==> src/rtl/cpd_pkg.sv <==
package cpd_pkg;

  // Strobes handed from frame control to the status datapath
  typedef struct packed {
    logic frameStart;   // first cycle of a sync pulse
    logic sampleNow;    // the registered data bits belong to the last sync cycle of a connect frame
    logic linkLive;     // link out of reset
  } ctrlStrb_t;

  // Write-port targets
  typedef enum logic {
    SEL_STATUS = 1'b0,
    SEL_WAKE   = 1'b1
  } wrSel_e;

endpackage

==> src/rtl/cpd_frame_ctrl.sv <==
module cpd_frame_ctrl
  import cpd_pkg::*;
#(
  parameter int CONNECT_FRAMES = 2,
  parameter int CNT_W          = 4
) (
  input  logic             clk,
  input  logic             rstN,
  input  logic             linkRstN,
  input  logic             frameSync,
  output ctrlStrb_t        strb,
  output logic [CNT_W-1:0] frameNum
);

  localparam logic [CNT_W-1:0] CNT_MAX  = {CNT_W{1'b1}};
  localparam logic [CNT_W-1:0] CONN_LIM = CNT_W'(CONNECT_FRAMES);

  logic             syncQ;
  logic             connectQ;
  logic [CNT_W-1:0] frameCnt;
  logic             syncRise;
  logic             syncFall;

  // Edges of the sync pulse, seen against the copy taken at the previous edge
  assign syncRise = linkRstN & frameSync & ~syncQ;
  assign syncFall = linkRstN & syncQ & ~frameSync;

  always_ff @(posedge clk or negedge rstN) begin
    if (!rstN) begin
      syncQ    <= 1'b0;
      connectQ <= 1'b0;
      frameCnt <= '0;
    end else if (!linkRstN) begin
      syncQ    <= 1'b0;
      connectQ <= 1'b0;
      frameCnt <= '0;
    end else begin
      syncQ <= frameSync;
      if (syncRise) begin
        // frame index before the increment decides connect membership
        connectQ <= (frameCnt < CONN_LIM);
        if (frameCnt != CNT_MAX) begin
          frameCnt <= frameCnt + CNT_W'(1);
        end
      end
    end
  end

  always_comb begin
    strb            = '0;
    strb.frameStart = syncRise;
    strb.sampleNow  = syncFall & connectQ;
    strb.linkLive   = linkRstN;
  end

  assign frameNum = frameCnt;

endmodule

==> src/rtl/cpd_status_dp.sv <==
module cpd_status_dp
  import cpd_pkg::*;
#(
  parameter int LINES = 4
) (
  input  logic             clk,
  input  logic             rstN,
  input  ctrlStrb_t        strb,
  input  logic [LINES-1:0] sdiIn,
  input  logic             wrEn,
  input  logic             wrSel,
  input  logic [LINES-1:0] wrData,
  output logic [LINES-1:0] stateStatus,
  output logic             irq
);

  logic [LINES-1:0] sdiQ;
  logic [LINES-1:0] hitVec;
  logic [LINES-1:0] clrVec;
  logic [LINES-1:0] wakeEn;
  logic             wrStatus;
  logic             wrWake;

  assign wrStatus = wrEn & (wrSel == SEL_STATUS);
  assign wrWake   = wrEn & (wrSel == SEL_WAKE);

  // Data lines captured alongside the sync copy in frame control
  always_ff @(posedge clk or negedge rstN) begin
    if (!rstN) begin
      sdiQ <= '0;
    end else if (!strb.linkLive) begin
      sdiQ <= '0;
    end else begin
      sdiQ <= sdiIn;
    end
  end

  assign hitVec = strb.sampleNow ? sdiQ : '0;
  assign clrVec = wrStatus ? wrData : '0;

  // One sticky bit per line; detection outranks a clear in the same cycle
  for (genvar i = 0; i < LINES; i++) begin : g_line
    always_ff @(posedge clk or negedge rstN) begin
      if (!rstN) begin
        stateStatus[i] <= 1'b0;
      end else if (hitVec[i]) begin
        stateStatus[i] <= 1'b1;
      end else if (clrVec[i]) begin
        stateStatus[i] <= 1'b0;
      end
    end
  end

  always_ff @(posedge clk or negedge rstN) begin
    if (!rstN) begin
      wakeEn <= '0;
    end else if (wrWake) begin
      wakeEn <= wrData;
    end
  end

  assign irq = |(stateStatus & wakeEn);

endmodule

==> src/rtl/cpd_presence.sv <==
module cpd_presence
  import cpd_pkg::*;
#(
  parameter int LINES          = 4,
  parameter int CONNECT_FRAMES = 2,
  parameter int CNT_W          = 4
) (
  input  logic             clk,
  input  logic             rstN,
  input  logic             linkRstN,
  input  logic             frameSync,
  input  logic [LINES-1:0] sdiIn,
  input  logic             wrEn,
  input  logic             wrSel,
  input  logic [LINES-1:0] wrData,
  output logic [LINES-1:0] stateStatus,
  output logic             irq,
  output logic [CNT_W-1:0] frameNum
);

  ctrlStrb_t ctrlStrb;

  cpd_frame_ctrl #(
    .CONNECT_FRAMES(CONNECT_FRAMES),
    .CNT_W         (CNT_W)
  ) u_ctrl (
    .clk      (clk),
    .rstN     (rstN),
    .linkRstN (linkRstN),
    .frameSync(frameSync),
    .strb     (ctrlStrb),
    .frameNum (frameNum)
  );

  cpd_status_dp #(
    .LINES(LINES)
  ) u_dp (
    .clk        (clk),
    .rstN       (rstN),
    .strb       (ctrlStrb),
    .sdiIn      (sdiIn),
    .wrEn       (wrEn),
    .wrSel      (wrSel),
    .wrData     (wrData),
    .stateStatus(stateStatus),
    .irq        (irq)
  );

endmodule

==> config.mk <==
export PLATFORM = sky130hd
export DESIGN_NAME = cpd_presence
export DESIGN_NICKNAME = d
export VERILOG_FILES = /design/src/rtl/cpd_pkg.sv /design/src/rtl/cpd_frame_ctrl.sv /design/src/rtl/cpd_status_dp.sv /design/src/rtl/cpd_presence.sv
export SDC_FILE = /design/constraint.sdc
export NUM_CORES = 1
export LEC_CHECK = 0
export CORE_MARGIN = 2
export CORE_UTILIZATION = 47
export CTS_BUF_LIST = sky130_fd_sc_hd__clkbuf_4
export DETAILED_ROUTE_END_ITERATION = 10
export PLACE_DENSITY = 0.91
export SLEW_MARGIN = 20
export SYNTH_ARGS = -nofsm -noshare
export SYNTH_HDL_FRONTEND = slang
export SYNTH_SLANG_ARGS = --single-unit
==> constraint.sdc <==
create_clock -name clk -period 1.64 [get_ports clk]
set_input_delay 0.246 -clock clk [delete_from_list [all_inputs] [get_ports clk]]
set_output_delay 0.246 -clock clk [all_outputs]
set_load 0.03 [all_outputs]
* Yosys cells after proc, flatten, opt, wreduce, memory -nomap -nowiden
Cells that the tools add are included.
** Storage, ports and cells
- Register bits after elaboration :: 18
- Input port bits :: 14
- Logic and storage cells :: 48
** Cells by class
- Add/subtract/negate cells :: 1
- Order comparisons :: 1
- Eq/ne operators :: 3
- Multiplexer cells :: 17
- Bitwise logic cells :: 11
- Reduce and logical (&&, ||, !) cells :: 6
** Operators with widths (number)
- 4-bit 2-to-1 mux :: 6
- 1-bit 2-to-1 mux :: 11
- 2-bit nonzero test :: 4
- 1-bit bitwise AND :: 7
- 4-bit by 1-bit adder with 4-bit output (second input constant) :: 1
- 4-bit bitwise AND :: 1
- 4-bit by 2-bit < comparator with 1-bit output (second input constant) :: 1
- 2-bit by 1-bit != test with 1-bit output (second input constant) :: 2
- 4-bit != test (second input constant) :: 1
- 4-bit OR reduction :: 1
- 1-bit inverter :: 3
- 2-bit AND reduction :: 1

* Depth between registers and ports, before layout
Gate-level depths: netlist (run 1).
- Word-level depth :: 5
- Gate-level depth with buffers :: 4
- Depth with buffers taken out :: 4

* Cells and area by module
Synthesis (run 1) repeated with hierarchy kept, for this count alone.
** Second synthesis, totals
- Cell total of the unflattened synthesis :: 65
- Area total of the unflattened synthesis :: 825.8 sq um
** By module, submodules not included
- cpd_status_dp :: times used 1, cells each 32, area an instance 475.5 sq um
- cpd_frame_ctrl :: times used 1, cells each 33, area an instance 350.3 sq um

* Worst setup path after synthesis (run 1)
Ideal clock, no wire load.
- Path kind :: reg-to-reg
- Start point :: register u_ctrl.frameCnt[0], in the netlist u_ctrl.frameNum[0]
- End point :: register u_ctrl.frameCnt[3], in the netlist u_ctrl.frameNum[3]
- Setup time :: 0.139 ns
- Arrival :: 1.331 ns
- Required time :: 1.501 ns
- Setup slack :: 0.170 ns
- Cell stages (with the launch flop) :: 5
- Buffers on the path :: 0
- Path through :: dfrtp_1 -> ha_1 -> and3_1 -> o311ai_0 -> o31ai_1
** Between the ends
- Cells in the longest elaborated chain, start to end :: 4
- Elaborated cells between the ends (all ways) :: 7
- Those cells by class :: 1 x add/sub; 2 x eq/ne; 3 x mux; 1 x reduce/logical
** Ends and longest elaborated chain
- from (decl) :: RTL line cpd_frame_ctrl.sv:20 : logic [CNT_W-1:0] frameCnt;
- from (signal assigned) :: RTL line cpd_frame_ctrl.sv:43 : frameCnt <= frameCnt + CNT_W'(1);
- 4-bit by 1-bit adder with 4-bit output :: RTL line cpd_frame_ctrl.sv:43
- 4-bit 2-to-1 mux :: RTL line cpd_frame_ctrl.sv:42 : if (frameCnt != CNT_MAX) begin
- 4-bit 2-to-1 mux :: RTL line cpd_frame_ctrl.sv:39 : if (syncRise) begin
- 4-bit 2-to-1 mux :: RTL line cpd_frame_ctrl.sv:33 : end else if (!linkRstN) begin
Parallel ways exist; a longest one is shown, timed or not. The select of a mux whose other input is x is not followed.
A chain may end at the register's enable or synchronous reset.

* Worst setup path in the final report (run 1)
- Start point :: register u_dp.stateStatus[0]
- End point :: output stateStatus[0]
** RTL lines
- from (decl) :: RTL line cpd_status_dp.sv:13 : output logic [LINES-1:0] stateStatus,
- from (signal, indexed assignment) :: RTL line cpd_status_dp.sv:45 : stateStatus[i] <= 1'b0;
- from (signal, indexed assignment) :: RTL line cpd_status_dp.sv:47 : stateStatus[i] <= 1'b1;
- from (signal, indexed assignment) :: RTL line cpd_status_dp.sv:49 : stateStatus[i] <= 1'b0;
- to (decl) :: RTL line cpd_presence.sv:16 : output logic [LINES-1:0] stateStatus,
No word-level cell between the ends.

==> results of run 1 <==
-- through the flow --
stage,worst slack (ns),utilization
2_1_floorplan,0.170,-
3_3_place_gp,0.125,0.674
3_5_place_dp,-0.0365,0.674
4_1_cts,0.0276,0.687
5_1_grt,0.00685,0.690
6_report,0.0435,0.690
-- layout make-up --
| type | count | area [sq um] |
|---|---|---|
| clock buffer | 3 | 22.5 |
| clock inverter | 1 | 3.75 |
| fill | 118 | 473 |
| inverter | 1 | 3.75 |
| multi-input combinational | 45 | 310 |
| sequential | 18 | 450 |
| tap | 16 | 20.0 |
| timing repair buffer | 25 | 240 |
-- flip-flops by register name, summed over array words and instances (netlist names) --
signal	flops
u_ctrl.syncQ	1
u_dp.wakeEn	4
u_ctrl.connectQ	1
u_dp.sdiQ	4
u_ctrl.frameNum	4
u_dp.stateStatus	4
-- final timing paths --
path,cells past startpoint,endpoint,startpoint
max reg2reg,4,u_ctrl.frameNum[3]$_DFFE_PN0P_,u_ctrl.frameNum[0]$_DFFE_PN0P_
min reg2reg,1,u_dp.stateStatus[0]$_DFFE_PN0P_,u_dp.sdiQ[0]$_DFF_PN0_
max in group asynchronous,2,u_ctrl.frameNum[2]$_DFFE_PN0P_,rstN
max,1,stateStatus[0],u_dp.stateStatus[0]$_DFFE_PN0P_
min,2,u_dp.wakeEn[1]$_DFFE_PN0P_,rstN
min in group clk,1,u_dp.stateStatus[0]$_DFFE_PN0P_,u_dp.sdiQ[0]$_DFF_PN0_
-- routing by layer --
| metal | vias up | part of all wire |
|---|---|---|
| met1 | 288 | 0.44 |
| met4 | 0 | 0.029 |
| li1 | 290 | - |
| met5 | - | 0 |
| met3 | 8 | 0.041 |
| met2 | 19 | 0.49 |
-- cell usage in the layout (no fill, tap or decap), drive strengths merged --
cell type | netlist | routed
a22o | 4 | 4
mux2i | 2 | 2
a22oi | 2 | 2
clkinv | 0 | 1
buf | 0 | 3
and3 | 2 | 2
clkbuf | 0 | 4
dlygate4sd2 | 0 | 4
nor3 | 2 | 2
or3 | 1 | 1
and2 | 5 | 5
dfrtp | 18 | 18
dlymetal6s2s | 0 | 3
and3b | 1 | 1
mux2 | 4 | 4
a21oi | 2 | 2
clkdlybuf4s50 | 0 | 14
nand3 | 3 | 3
nand2 | 8 | 8
nor2b | 2 | 2
ha | 1 | 1
inv | 1 | 1
nand3b | 1 | 1
o21ai | 2 | 2
o311ai | 1 | 1
o31ai | 1 | 1
nor2 | 1 | 1
-- cells by family (layout without fill, tap and decap cells) --
family / Yosys count / count (layout) / share of synthesized area
AND/OR/NAND/NOR: 26 / 26 / 0.191
adder cells (fa/ha/maj): 1 / 1 / 0.0164
flip-flops: 18 / 18 / 0.589
AO/OA/AOI/OAI: 12 / 12 / 0.113
buffers and inverters: 1 / 30 / 0.00491
multiplexers: 6 / 6 / 0.0851
-- report_power, final --
part	switching [mW]	internal (mW)
combinational	0.0568	0.0687
sequential	0.0159	0.472
clock	0.137	0.0885
==> flow_metrics.tcl, run 1 <==
set metrics [dict create \
    chipHeight_microns 44.3 \
    met2_usage 0.312 \
    status "finished, final reports clean" \
    grt_pass1_wl_mm 2.59 \
    clockBufferDepth 2 \
    synth_cells 64 \
    final.min_clock_period_ns 1.60 \
    grt_max_degree 19 \
    cts_buffers 3 \
    cts_tree "done" \
    die_area_sq_um 1970 \
    ys_seq_elements 18 \
    maxSlewViolCount 0 \
    met1_usage 0.228 \
    critPathRequiredTime_ns 1.39 \
    design_area_sq_um 1050 \
    grt_antenna_before_repair 0 \
    grt_pass1_vias 592 \
    worst_slew_pin_slew_ns 0.320 \
    ys_types 22 \
    vias 605 \
    power.density_nw_per_um2 798 \
    syn_avg_cell_area_sq_um 11.9 \
    post_cts_resized 5 \
    drcViolationCount 0 \
    drtIter0Drc 7 \
    hold_ws_ns 0.262 \
    nets 109 \
    hp-class "input port to async pin" \
    totalPowerFinal_mw 0.839 \
    finalSetupViolCount 0 \
    viasPerCell 5.55 \
    synth_flop_cell "dfrtp_1" \
    fp.coreArea_sq_um 1520 \
    post_cts_buffers 0 \
    place_area_sq_um 1030 \
    relSlewSlack 0.786 \
    timing.critical_path.buf_inv 1 \
    cp-start-kind "register" \
    worstPathCellList "clkdlybuf4s50_1" \
    crit_fanout 3 \
    grt.busiest_layer "met2" \
    dp.cells 105 \
    synth_area_leaders "dfrtp_1 59%, mux2_2 5.9%, a22o_1 4.6%" \
    setup_tns_ns 0 \
    drv_cap 0 \
    syn_area_sq_um 764 \
    drt-pass1-iter-count 4 \
    synth_area_leader_cell "dfrtp_1" \
    synth.most_common_cell "dfrtp_1" \
    h-tree-depth 1 \
    cts_root_buf "clkbuf_4" \
    globalplace.congestion 0.812 \
    ys.warnings.count 0 \
    die_x_microns 44.3 \
    clk_pin_slew_ns 0.10 \
    end_kind "primary output" \
    leakage_nw 0.546 \
    synth_edf_count 0 \
    max_stage_delay_ns 0.68 \
    layout_worst_path_cycle_share 0.973 \
    final_cells 109 \
    crit_type "register to primary output" \
    postCtsHoldBufs 0 \
    start_util 0.502 \
    grt.overflow.total 0 \
    rsz0062_at_grt "no" \
    use_met3 0.0245 \
    routed_wl_mm 1.53 \
    layout-drive-gt1-share 0.140 \
    grt_usage 0.183 \
    syn-num-nets 79 \
    fmax_mhz 626 \
    clk_latency_ns 0.29 \
    seq_area_frac_synth 0.589 \
    io_pins 23 \
    rows 14 \
    finalHoldViolCount 0 \
    io_buffers 22 \
    vdd_drop_max_uv 726 \
    async_reset_ff_frac 1.00 \
    arrival_ns 1.35 \
    skew_ns 0.00594 \
    critical-path-top-delay-family "buffers and inverters" \
    cpMaxStageDelayCell "clkdlybuf4s50_1" \
    synth_commonest_cells "18 x dfrtp_1, 8 x nand2_1, 5 x and2_1" \
    area_delta_synth_final_pct 37.5 \
    wl_per_cell_microns 14.0 \
    synth_top_area_frac 0.589 \
    antenna_cells 0 \
    ant_nets 0 \
    cts.sinks 18 \
    rrSetupSlack_ns 0.19 \
]
Power figures use the tool's default switching activity.
==> inputs of run 2 (changes only) <==
==> constraint.sdc (replaced) <==
create_clock -name clk -period 1.5 [get_ports clk]
set_input_delay 0.225 -clock clk [delete_from_list [all_inputs] [get_ports clk]]
set_output_delay 0.225 -clock clk [all_outputs]
set_load 0.03 [all_outputs]
==> run 2 against run 1 <==
Against the previous run:
- non-clock buffer count rose by 5
- sequential share of layout area shrank 1.0 points
- die area unchanged
- critical path depth is 1 higher
- total power up 8.9%
- clock power up 4%
- design area grew 2.4%
==> flow_metrics.tcl, run 2 (same netlist as run 1, synthesis figures left out) <==
set metrics [dict create \
    filler_cell_count 121 \
    die_x_microns 44.3 \
    globalplace.congestion 0.825 \
    hp-class "input port to async pin" \
    cp-start-kind "register" \
    setup_tns_ns 0 \
    cts_buffers 3 \
    layout_commonest_cell "dfrtp_1" \
    crit_fanout 2 \
    antenna_cells 0 \
    maxSlewViolCount 0 \
    cts_root_buf "clkbuf_4" \
    postCtsHoldBufs 0 \
    r2r_end "u_ctrl.frameNum[0]$_DFFE_PN0P_" \
    vias 638 \
    ant_nets 0 \
    cts.sinks 18 \
    fp.coreArea_sq_um 1520 \
    io_pins 23 \
    routed_wl_mm 1.59 \
    nets 114 \
    fmax_mhz 692 \
    worstPathCellList "buf_4, dlygate4sd2_1" \
    status "finished, final reports clean" \
    crit_type "register to primary output" \
    relSlewSlack 0.755 \
    drt-pass1-iter-count 4 \
    finalHoldViolCount 0 \
    grt_max_degree 19 \
    drtIter0Drc 24 \
    vdd_drop_max_uv 559 \
    end_kind "primary output" \
    viasPerCell 5.60 \
    place_hpwl_mm 1.19 \
    clk_latency_ns 0.28 \
    rsz0062_at_grt "no" \
    layout_worst_path_cycle_share 0.963 \
    r2r-start "u_ctrl.frameNum[0]$_DFFE_PN0P_" \
    worst_r2r_path_depth 4 \
    grt.overflow.total 0 \
    arrival_ns 1.22 \
    drv_cap 0 \
    die_area_sq_um 1970 \
    cts_tree "done" \
    clk_pin_slew_ns 0.10 \
    io_buffers 22 \
    start_util 0.502 \
    rrSetupSlack_ns 0.07 \
    worst_slew_pin_slew_ns 0.369 \
    worstSetupEndpoint "stateStatus[1]" \
    chipHeight_microns 44.3 \
    wl_per_cell_microns 14.0 \
    leakage_nw 0.536 \
    cpMaxStageDelayCell "dlygate4sd2_1" \
    final.min_clock_period_ns 1.44 \
    max_stage_delay_ns 0.44 \
    area_delta_synth_final_pct 40.8 \
    h-tree-depth 1 \
    layout-drive-gt1-share 0.184 \
    critPathRequiredTime_ns 1.27 \
    clockBufferDepth 2 \
    rows 14 \
    drcViolationCount 0 \
    startpoint "u_dp.stateStatus[1]$_DFFE_PN0P_" \
    grt_pass1_vias 615 \
    final_cell_mix "18 x dfrtp_1, 13 x clkdlybuf4s50_1, 8 x nand2_1, 8 x dlygate4sd2_1, 8 x buf_4" \
    grt_antenna_before_repair 0 \
    finalSetupViolCount 0 \
    hold_ws_ns 0.253 \
    power.density_nw_per_um2 849 \
    grt_pass1_wl_mm 2.69 \
    grt_usage 0.189 \
    skew_ns 0.00183 \
]
run 2: worst max-delay path: cells and delay by family, from the launching register on:
family	cells	cell delay [ns]
buffers and inverters	2	0.57
flip-flops	1	0.37
run 2: final cells by class:
type / instances / area (sq um) / share of cell area
multi-input combinational: 45 / 310 / 0.288
tap: 16 / 20.0 / 0.0186
sequential: 18 / 450 / 0.419
clock buffer: 3 / 22.5 / 0.0209
timing repair buffer: 30 / 265 / 0.247
inverter: 1 / 3.75 / 0.00349
clock inverter: 1 / 3.75 / 0.00349
run 2: stage by stage:
step	setup WS, ns	utilization	cells	total power [mW]	area (sq um)
after floorplan	0.0302	-	64	0.602	764
after global placement	0.0181	0.699	110	0.689	1060
after detailed placement	-0.0770	0.699	110	0.694	1060
after CTS	0.0294	0.710	114	0.925	1080
after global routing	0.0240	0.706	114	0.962	1080
final	0.0558	0.706	114	0.913	1080
run 2: worst min path at each step:
stage                                                  to  slack (ns)  cells after the start
after CTS                      u_dp.wakeEn[0]$_DFFE_PN0P_        0.26                      2
after global routing           u_dp.wakeEn[2]$_DFFE_PN0P_        0.26                      2
after floorplan               u_ctrl.connectQ$_DFFE_PN0P_       -0.07                      0
after detailed placement  u_dp.stateStatus[1]$_DFFE_PN0P_        0.46                      1
after global placement    u_dp.stateStatus[3]$_DFFE_PN0P_        0.46                      1
final                          u_dp.wakeEn[2]$_DFFE_PN0P_        0.25                      2
run 2: what timing repair did:
action	4_1_cts	5_1_grt
buffers inserted	0	0
hold endpoints to repair	0	0
gates cloned	0	0
resized for setup	11	3
pin swaps	0	0
endpoints found under the setup margin	9	2
run 2: layer usage:
layer / vias up / part of all wire / GRT usage
met4: 0 / 0.033 / 0.103
met5: - / 0 / 0
met3: 6 / 0.036 / 0.0122
li1: 299 / - / -
met1: 307 / 0.43 / 0.250
met2: 26 / 0.50 / 0.309
run 2: power breakdown:
group | switching (mW) | internal [mW]
Clock | 0.138 | 0.0964
Sequential | 0.0172 | 0.516
Combinational | 0.0659 | 0.0796
Total | 0.221 | 0.692
